**src/rtl/kstk_pkg.sv**
```systemverilog
// Package: shared encodings for the kernel stack guard and error monitor.
// Holds the bus-fault kind codes, the error-register bit positions and the
// bundle of trap-post strobes. Bit positions are fixed because software and
// the trap arbiter decode them.
package kstk_pkg;

    localparam int ERR_W = 8;

    // Bit positions inside the error register
    localparam int EB_RED = 2;
    localparam int EB_YEL = 3;
    localparam int EB_TMO = 4;
    localparam int EB_NXM = 5;
    localparam int EB_ODD = 6;
    localparam int EB_HLT = 7;

    // Bus fault kind codes
    typedef enum logic [1:0] {
        FK_ODD  = 2'd0,
        FK_NXM  = 2'd1,
        FK_TMO  = 2'd2,
        FK_NONE = 2'd3
    } fault_kind_e;

    // Trap causes raised toward the arbiter
    typedef struct packed {
        logic red;
        logic yel;
        logic odd;
        logic nxm;
        logic prv;
    } post_t;

endpackage

```
**src/rtl/kstk_window_chk.sv**
```systemverilog
// Module: kstk_window_chk
// Classifies a candidate stack pointer against two bands that sit a fixed
// distance above the limit. Purely combinational. Assumes the caller gates
// chk_en with "stack update in kernel mode". Sums are carried one bit wider
// than the pointer, so a limit near the top of the range cannot wrap.
module kstk_window_chk #(
    parameter int SP_W    = 16,
    parameter int RED_OFS = 224,
    parameter int YEL_OFS = 256
) (
    input  logic            chk_en,
    input  logic [SP_W-1:0] sp_cand,
    input  logic [SP_W-1:0] sp_lim,
    output logic            is_red,
    output logic            is_yel
);
    localparam int XW = SP_W + 1;

    logic [XW-1:0] red_top;
    logic [XW-1:0] yel_top;
    logic [XW-1:0] sp_x;

    // Widen the operands and form both band tops without wrap
    always_comb begin
        sp_x    = {1'b0, sp_cand};
        red_top = {1'b0, sp_lim} + XW'(RED_OFS);
        yel_top = {1'b0, sp_lim} + XW'(YEL_OFS);
    end

    // Red takes precedence; yellow only when the pointer is above the red band
    always_comb begin
        is_red = chk_en && (sp_x < red_top);
        is_yel = chk_en && !is_red && (sp_x < yel_top);
    end

endmodule

```
**src/rtl/kstk_fault_map.sv**
```systemverilog
// Module: kstk_fault_map
// Maps the stack verdict, bus faults, vector-fetch faults and the decoded
// HALT onto error-register set bits and trap-post strobes. Combinational.
// Odd-address faults have their own trap cause. Non-existent memory and
// timeout have separate error bits but share one trap cause.
module kstk_fault_map
    import kstk_pkg::*;
(
    input  logic             is_red,
    input  logic             is_yel,
    input  logic             bus_flt,
    input  logic [1:0]       bus_flt_kind,
    input  logic             vec_flt,
    input  logic             halt_dec,
    input  logic             in_kernel,
    output logic [ERR_W-1:0] set_bits,
    output post_t            post,
    output logic             stop_req
);
    fault_kind_e kind;
    logic        f_odd;
    logic        f_nxm;
    logic        f_tmo;

    // Decode the bus fault kind into one flag per cause
    always_comb begin
        kind  = fault_kind_e'(bus_flt_kind);
        f_odd = 1'b0;
        f_nxm = 1'b0;
        f_tmo = 1'b0;
        if (bus_flt) begin
            case (kind)
                FK_ODD:  f_odd = 1'b1;
                FK_NXM:  f_nxm = 1'b1;
                FK_TMO:  f_tmo = 1'b1;
                default: ;
            endcase
        end
    end

    // Assemble the error bits that this cycle sets
    always_comb begin
        set_bits         = '0;
        set_bits[EB_RED] = is_red || vec_flt;
        set_bits[EB_YEL] = is_yel;
        set_bits[EB_TMO] = f_tmo;
        set_bits[EB_NXM] = f_nxm;
        set_bits[EB_ODD] = f_odd;
        set_bits[EB_HLT] = halt_dec && !in_kernel;
    end

    // Trap causes to post and the CPU stop request
    always_comb begin
        post.red = is_red || vec_flt;
        post.yel = is_yel;
        post.odd = f_odd;
        post.nxm = f_nxm || f_tmo;
        post.prv = halt_dec && !in_kernel;
        stop_req = halt_dec && in_kernel;
    end

endmodule

```
**src/rtl/kstk_err_reg.sv**
```systemverilog
// Module: kstk_err_reg
// Sticky error cause register. Each bit is set by its cause and cleared only
// by reset or by a CPU write. A set arriving together with a clear wins,
// so a fault in that cycle is not lost. Each bit is its own flop, built
// with a generate loop.
module kstk_err_reg #(
    parameter int W = 8
) (
    input  logic         clk,
    input  logic         rst_n,
    input  logic         clr,
    input  logic [W-1:0] set_bits,
    output logic [W-1:0] err_q
);
    for (genvar i = 0; i < W; i++) begin : g_bit
        // Hold, clear or set one cause bit
        always_ff @(posedge clk) begin
            if (!rst_n)
                err_q[i] <= 1'b0;
            else if (set_bits[i])
                err_q[i] <= 1'b1;
            else if (clr)
                err_q[i] <= 1'b0;
        end

        AST_BIT_STICKY: assert property (@(posedge clk) disable iff (!rst_n)
            (err_q[i] && !clr) |=> err_q[i]);
    end

    AST_CLR_EMPTIES: assert property (@(posedge clk) disable iff (!rst_n)
        (clr && (set_bits == '0)) |=> (err_q == '0));

    AST_SET_LANDS: assert property (@(posedge clk) disable iff (!rst_n)
        (set_bits != '0) |=> ((err_q & $past(set_bits)) == $past(set_bits)));

endmodule

```
**src/rtl/kstk_err_monitor.sv**
```systemverilog
// Module: kstk_err_monitor (top)
// Kernel stack limit guard and CPU error monitor. Checks kernel-mode stack
// updates against the limit bands, keeps the sticky error register, and
// registers the forced stack pointer and the trap-post strobes. All outputs
// appear one clock after the inputs that cause them. Assumes every input
// strobe is one cycle wide and synchronous to clk.
module kstk_err_monitor
    import kstk_pkg::*;
#(
    parameter int SP_W        = 16,
    parameter int MODE_W      = 2,
    parameter int KERNEL_MODE = 0,
    parameter int RED_OFS     = 224,
    parameter int YEL_OFS     = 256,
    parameter int FORCED_SP   = 4
) (
    input  logic              clk,
    input  logic              rst_n,
    input  logic [MODE_W-1:0] mode_i,
    input  logic              sp_upd_i,
    input  logic [SP_W-1:0]   sp_cand_i,
    input  logic [SP_W-1:0]   sp_lim_i,
    input  logic              bus_flt_i,
    input  logic [1:0]        bus_flt_kind_i,
    input  logic              vec_flt_i,
    input  logic              halt_dec_i,
    input  logic              err_clr_i,
    output logic [ERR_W-1:0]  err_o,
    output logic              sp_vld_o,
    output logic              sp_force_o,
    output logic [SP_W-1:0]   sp_o,
    output logic              kern_force_o,
    output logic              cpu_stop_o,
    output logic              post_red_o,
    output logic              post_yel_o,
    output logic              post_odd_o,
    output logic              post_nxm_o,
    output logic              post_prv_o
);
    localparam logic [MODE_W-1:0] KMODE = MODE_W'(KERNEL_MODE);
    localparam logic [SP_W-1:0]   SAFE  = SP_W'(FORCED_SP);
    localparam int                XW    = SP_W + 1;

    logic             in_kernel;
    logic             chk_en;
    logic             is_red;
    logic             is_yel;
    logic [ERR_W-1:0] set_bits;
    post_t            post_d;
    post_t            post_q;
    logic             stop_d;
    logic             force_d;
    logic [SP_W-1:0]  sp_d;

    // Qualify the stack check by mode
    always_comb begin
        in_kernel = (mode_i == KMODE);
        chk_en    = sp_upd_i && in_kernel;
    end

    kstk_window_chk #(
        .SP_W    (SP_W),
        .RED_OFS (RED_OFS),
        .YEL_OFS (YEL_OFS)
    ) u_win (
        .chk_en  (chk_en),
        .sp_cand (sp_cand_i),
        .sp_lim  (sp_lim_i),
        .is_red  (is_red),
        .is_yel  (is_yel)
    );

    kstk_fault_map u_map (
        .is_red       (is_red),
        .is_yel       (is_yel),
        .bus_flt      (bus_flt_i),
        .bus_flt_kind (bus_flt_kind_i),
        .vec_flt      (vec_flt_i),
        .halt_dec     (halt_dec_i),
        .in_kernel    (in_kernel),
        .set_bits     (set_bits),
        .post         (post_d),
        .stop_req     (stop_d)
    );

    kstk_err_reg #(
        .W (ERR_W)
    ) u_err (
        .clk      (clk),
        .rst_n    (rst_n),
        .clr      (err_clr_i),
        .set_bits (set_bits),
        .err_q    (err_o)
    );

    // Choose the stack pointer to install: safe value on a fatal fault
    always_comb begin
        force_d = is_red || vec_flt_i;
        sp_d    = force_d ? SAFE : sp_cand_i;
    end

    // Register the stack pointer path and all strobes
    always_ff @(posedge clk) begin
        if (!rst_n) begin
            sp_vld_o     <= 1'b0;
            sp_force_o   <= 1'b0;
            sp_o         <= '0;
            kern_force_o <= 1'b0;
            cpu_stop_o   <= 1'b0;
            post_q       <= '0;
        end else begin
            sp_vld_o     <= sp_upd_i || vec_flt_i;
            sp_force_o   <= force_d;
            sp_o         <= sp_d;
            kern_force_o <= vec_flt_i;
            cpu_stop_o   <= stop_d;
            post_q       <= post_d;
        end
    end

    // Unpack the registered trap strobes onto the ports
    always_comb begin
        post_red_o = post_q.red;
        post_yel_o = post_q.yel;
        post_odd_o = post_q.odd;
        post_nxm_o = post_q.nxm;
        post_prv_o = post_q.prv;
    end

    AST_USER_PASS: assert property (@(posedge clk) disable iff (!rst_n)
        (sp_upd_i && (mode_i != KMODE) && !vec_flt_i) |=>
        (!sp_force_o && (sp_o == $past(sp_cand_i)) && !post_red_o && !post_yel_o));

    AST_RED_FORCE: assert property (@(posedge clk) disable iff (!rst_n)
        (sp_upd_i && (mode_i == KMODE) && ({1'b0, sp_cand_i} < ({1'b0, sp_lim_i} + XW'(RED_OFS)))) |=>
        (sp_force_o && (sp_o == SAFE) && post_red_o && err_o[EB_RED]));

    AST_YEL_NO_FORCE: assert property (@(posedge clk) disable iff (!rst_n)
        (post_yel_o && !kern_force_o) |-> !sp_force_o);

    AST_ODD_ROUTE: assert property (@(posedge clk) disable iff (!rst_n)
        (bus_flt_i && (bus_flt_kind_i == 2'd0)) |=> (post_odd_o && err_o[EB_ODD]));

    AST_NXM_SHARED: assert property (@(posedge clk) disable iff (!rst_n)
        (bus_flt_i && ((bus_flt_kind_i == 2'd1) || (bus_flt_kind_i == 2'd2))) |=> post_nxm_o);

    AST_HALT_SPLIT: assert property (@(posedge clk) disable iff (!rst_n)
        (halt_dec_i && (mode_i != KMODE)) |=> (post_prv_o && err_o[EB_HLT] && !cpu_stop_o));

    AST_VEC_FAULT: assert property (@(posedge clk) disable iff (!rst_n)
        vec_flt_i |=> (kern_force_o && sp_force_o && (sp_o == SAFE) && post_red_o));

    AST_STROBE_PULSE: assert property (@(posedge clk) disable iff (!rst_n)
        (!halt_dec_i && !vec_flt_i) |=> (!cpu_stop_o && !kern_force_o));

endmodule

```
**config.mk**
```make
export PLATFORM = sky130hd
export DESIGN_NAME = kstk_err_monitor
export DESIGN_NICKNAME = d
export VERILOG_FILES = /design/src/rtl/kstk_pkg.sv /design/src/rtl/kstk_window_chk.sv /design/src/rtl/kstk_fault_map.sv /design/src/rtl/kstk_err_reg.sv /design/src/rtl/kstk_err_monitor.sv
export SDC_FILE = /design/constraint.sdc
export NUM_CORES = 1
export LEC_CHECK = 0
export BUFFER_PORTS_ARGS = -buffer_cell sky130_fd_sc_hd__buf_2
export CORE_ASPECT_RATIO = 1.1
export CORE_MARGIN = 2
export CORE_UTILIZATION = 30
export DETAILED_ROUTE_END_ITERATION = 7
export GPL_ROUTABILITY_DRIVEN = 1
export GPL_TIMING_DRIVEN = 0
export PLACE_DENSITY = 0.56
export SLEW_MARGIN = 10
export SYNTH_ARGS = -nofsm -noshare
export SYNTH_HDL_FRONTEND = slang
export SYNTH_SLANG_ARGS = --single-unit
export TNS_END_PERCENT = 100
```
**constraint.sdc**
```tcl
create_clock -name clk -period 2.4 [get_ports clk]
set_input_delay 0.12 -clock clk [delete_from_list [all_inputs] [get_ports clk]]
set_output_delay 0.12 -clock clk [all_outputs]
set_load 0.03 [all_outputs]
```
## Yosys cells after proc, flatten, opt, wreduce, memory -nomap -nowiden

Cells that the tools add are included.
W data, S select, Z words.

| storage, ports and cells | value |
|---|---|
| output and inout port bits | 33 |
| input bits | 43 |
| word-level logic and storage cells | 57 |
| bits in registers | 30 |

| operators by class | value |
|---|---|
| order comparisons | 2 |
| eq/ne operators | 2 |
| reductions and logical operators | 20 |
| add/sub/neg operators | 2 |
| bitwise logic cells | 1 |
| multiplexer cells | 14 |

Operator list:

| operator | count |
|---|---|
| $lt A16 B17 Y1 | 2 |
| $add A16 B8 Y17 const B | 1 |
| $add A16 B9 Y17 const B | 1 |
| $mux W1 | 13 |
| $reduce_bool A2 Y1 | 6 |
| $logic_and A1 B1 Y1 | 6 |
| $logic_not A2 Y1 | 2 |
| $logic_or A1 B1 Y1 | 3 |
| $mux W3 | 1 |
| $eq A2 B1 Y1 const B | 1 |
| $eq A2 B2 Y1 const B | 1 |
| $logic_not A1 Y1 | 2 |
| $reduce_or A2 Y1 | 1 |
| $not A1 Y1 | 1 |

## Longest topological paths before layout

| logic depth | value |
|---|---|
| depth in word-level cells | 7 |
| gate-level depth with buffers | 13 |
| gate-level depth less buffers | 12 |

## By module

A second synthesis with hierarchy kept.

| second synthesis, totals | value |
|---|---|
| cells, all modules | 218 |
| area, all modules | 2167.1 µm² |

Modules (own cells, without submodules):

| module | sequential area each (µm²) | instances | area each (µm²) | cells each |
|---|---|---|---|---|
| kstk_window_chk | 0.0 | 1 | 934.6 | 118 |
| kstk_err_monitor | 500.5 | 1 | 817.0 | 56 |
| kstk_err_reg | 160.2 | 1 | 275.3 | 25 |
| kstk_fault_map | 0.0 | 1 | 140.1 | 19 |

## Worst setup path before layout

OpenSTA, ideal clock, no wires.

| timing | value |
|---|---|
| path kind | input to register |
| start point | input port sp_lim_i[12] |
| end point | register sp_o[0] |
| data required time | 2340 ps |
| stages | 13 |
| setup time | 60 ps |
| path buffers | 2 |
| data arrival time | 2156 ps |
| slack | 184 ps |
| path through | clkbuf_1 nand3_1 nor2_1 nand2_1 xor2_1 ha_1 nand3_1 or2_2 nor3b_1 o21ai_2 nand4_4 buf_6 and3_1 |

| on the way | value |
|---|---|
| word-level cells in the longest chain between the ends | 5 |

RTL lines:

| element | line | source |
|---|---|---|
| start, declared | kstk_err_monitor.sv:22 | `input logic [SP_W-1:0] sp_lim_i,` |
| $add A16 B8 Y17 | kstk_window_chk.sv:26 | `red_top = {1'b0, sp_lim} + XW'(RED_OFS);` |
| $lt A16 B17 Y1 | kstk_window_chk.sv:32 | `is_red = chk_en && (sp_x < red_top);` |
| $logic_and A1 B1 Y1 | kstk_window_chk.sv:32 |  |
| $logic_or A1 B1 Y1 | kstk_err_monitor.sv:98 | `force_d = is_red \|\| vec_flt_i;` |
| $reduce_or A2 Y1 (no source line) | - |  |
| end signal, assigned | kstk_err_monitor.sv:114 | `sp_o <= sp_d;` |
| end, declared | kstk_err_monitor.sv:31 | `output logic [SP_W-1:0] sp_o,` |

No other way between the ends.
A chain may end at the register's enable or synchronous reset.

## Worst setup path in the final report

| timing | value |
|---|---|
| start point | input port sp_lim_i[8] |
| end point | register sp_o[8] |

The elaborated chain is that of the path after synthesis.

==> flow_summary.ini <==
[layout]
syn_to_final_growth_pct = 35.4
finalNetCount = 355
final_cell_mix = 72 x buf_2, 30 x dfxtp_1, 27 x ha_1
drive_gt1_frac = 0.337
final_common_cell = buf_2
fill_cells = 602
antenna_cells = 0
stdcell_area_mm2 = 0.00248

[yosys]
synth_xor_area_frac = 0.0766
synth_compound_area_frac = 0.121
synth_top_area_share = 0.328
synthCells = 202
synth_top_family_by_area = simple AND/OR/NAND/NOR gates
ys_warn_count = 0
postSynthRegisterBits = 30
muxShareOfSynthArea = 0
synth_area_mm2 = 0.00183
avgSynthCellArea_um2 = 9.06
yosysSeqAreaShare = 0.328
synth_top_cell_by_area = dfxtp_1
yosys.area_share.simple = 0.229
synth_area_leaders = dfxtp_1 33%, ha_1 19%, and3_1 5.8%
ys_types = 39
synth-adder-area-share = 0.192

[grt]
grt_first_pass_wirelength_um = 7310
grt_max_degree = 11
antenna_found_initial = 0
grt_pass1_vias = 1586
track_usage = 0.140
grt_overflow = 0

[timing]
finClkSkew_ns = 0
finalSetupTns_ns = 0
finalHoldViolCount = 0
period_share = 0.919
finalMaxSlewViolations = 0
fmax_mhz = 453
rsz0062_at_grt = yes
setup_violations = 0
min_period_ns = 2.21

[floorplanning]
rows = 29
core_mm2 = 0.00584
fp.dieH_um = 85.9
boundaryPins = 76
start_util = 0.313
die_width_um = 78.5
die_area_mm2 = 0.00674

[placed_design]
gp_congestion = 0.777
io_buffers = 72
place_area_mm2 = 0.00229
hpwl_um = 3710

[critical_path]
crit_type = input pin to flop
arrival_ns = 2.44
critPathLaunchType = input pin
required_ns = 2.63
endpoint_kind = flop
cp-startpoint = sp_lim_i[8]
critPathMaxFanout = 10
rr_startpoint = u_err.err_q[4]

[power_and_ir_drop]
leakage_nw = 1.30
powerDensity_mw_per_mm2 = 609
vdd_drop_max_uv = 282

[routing]
wl_met1_um = 2040
dr_wl_met2_um = 2240
routed_wl_um = 4540
vias = 1640
met3_length_um = 179
routedWlPerCell_um = 12.5
avgViaCountPerCell = 4.53
dr.pass1.iters = 4
top_layer_used = met4
ant_nets = 0
drcViolationCount = 0
drt_iter0_drc = 46

[outcome]
status = completed

[clock_tree]
clock_sinks = 30
clk_latency_ns = 0.28
cts_tree = yes
cts_inserted_buffers = 5
cts_buffer_depth = 2
clk_pin_slew_ns = 0.07
cts_root_buf = clkbuf_8
htreeDepth = 2

[hold_path]
hp-start = bus_flt_kind_i[0]
hp-class = input pin to flop

[job]
cap_violations = 0
[stage by stage]
step                       util  setup WS [ns]  power, W  hold WS, ns  std cells
after floorplan               -          0.184  0.000745        0.197        203
after global placement    0.392         -0.274  0.000856        0.301        352
after detailed placement  0.392         -0.289  0.000860        0.305        352
after CTS                 0.420         0.0103   0.00152       0.0535        362
after global routing      0.424        -0.0200   0.00158       0.0729        362
final                     0.424          0.195   0.00151       0.0649        362
[routing by layer]
| layer | vias to the layer above | track usage |
|---|---|---|
| met5 | - | 0 |
| li1 | 862 | - |
| met1 | 728 | 0.168 |
| met3 | 5 | 0.0253 |
| met4 | 0 | 0.0622 |
| met2 | 45 | 0.245 |
[final timing paths]
| kind | to | slack (ns) | depth (start not counted) |
|---|---|---|---|
| max | sp_o[8] | 0.19 | 13 |
| min | post_odd_o | 0.06 | 2 |
| max reg2reg | u_err.err_q[4] | 1.75 | 2 |
| min reg2reg | u_err.err_q[6] | 0.46 | 1 |
[synth_stat cells (all sizes together)]
cell    instances
dfxtp          30
ha             28
and3           17
nand2          17
inv            13
a21oi          11
nand3           8
nor2            8
xnor2           8
xor2            8
a21o            6
nor2b           6
nor3            6
o21ai           6
buf             4
nand2b          4
clkbuf          3
o211ai          3
a211oi          2
nand4           2
nor3b           2
a21boi          1
a22oi           1
a32oi           1
a41o            1
conb            1
nand3b          1
o21a            1
o221ai          1
or2             1
or3             1
[critical path: stages]
cell and delay [ns]:
buf_2 0.14, ha_2 0.24, nand3_4 0.12, nor3_2 0.22
xnor2_1 0.09, ha_1 0.29, nand3_1 0.10, or2_2 0.32
o221ai_1 0.21, nand2b_2 0.12, nand4_4 0.14, buf_6 0.15
and3_1 0.15
[cell families after synthesis]
logic type,count (synthesis)
other,1
buffers and inverters,20
AO/OA/AOI/OAI,34
XOR/XNOR,16
flip-flops,30
AND/OR/NAND/NOR,73
adder cells (fa/ha/maj),28
[registers in the layout, indices dropped and copies added (netlist names)]
name / count
post_prv_o: 1
u_err.err_q: 6
post_nxm_o: 1
post_odd_o: 1
sp_o: 16
post_yel_o: 1
sp_vld_o: 1
post_red_o: 1
cpu_stop_o: 1
kern_force_o: 1
[repair_timing]
action | 4_1_cts | 5_1_grt
hold buffers | 2 | 0
buffers inserted | 0 | 0
gates resized for setup | 0 | 6
hold endpoints to repair | 1 | 0
setup endpoints to repair | 0 | 20
[final cells by class]
class | count | area (um2) | share of cell area
Buffer | 7 | 45.0 | 0.0182
Tap cell | 77 | 96.3 | 0.0389
Inverter | 13 | 48.8 | 0.0197
Timing Repair Buffer | 74 | 380 | 0.154
Clock inverter | 2 | 60.1 | 0.0243
Clock buffer | 6 | 82.6 | 0.0334
Multi-Input combinational cell | 153 | 1160 | 0.469
Sequential cell | 30 | 601 | 0.243
[power breakdown]
part	switching, W	internal [W]	leakage, nW
clock	0.000214	0.000443	0.0714
sequential	0.00000681	0.000521	0.247
combinational	0.000191	0.000132	0.981
No activity file was read; power rests on OpenSTA's default activity.
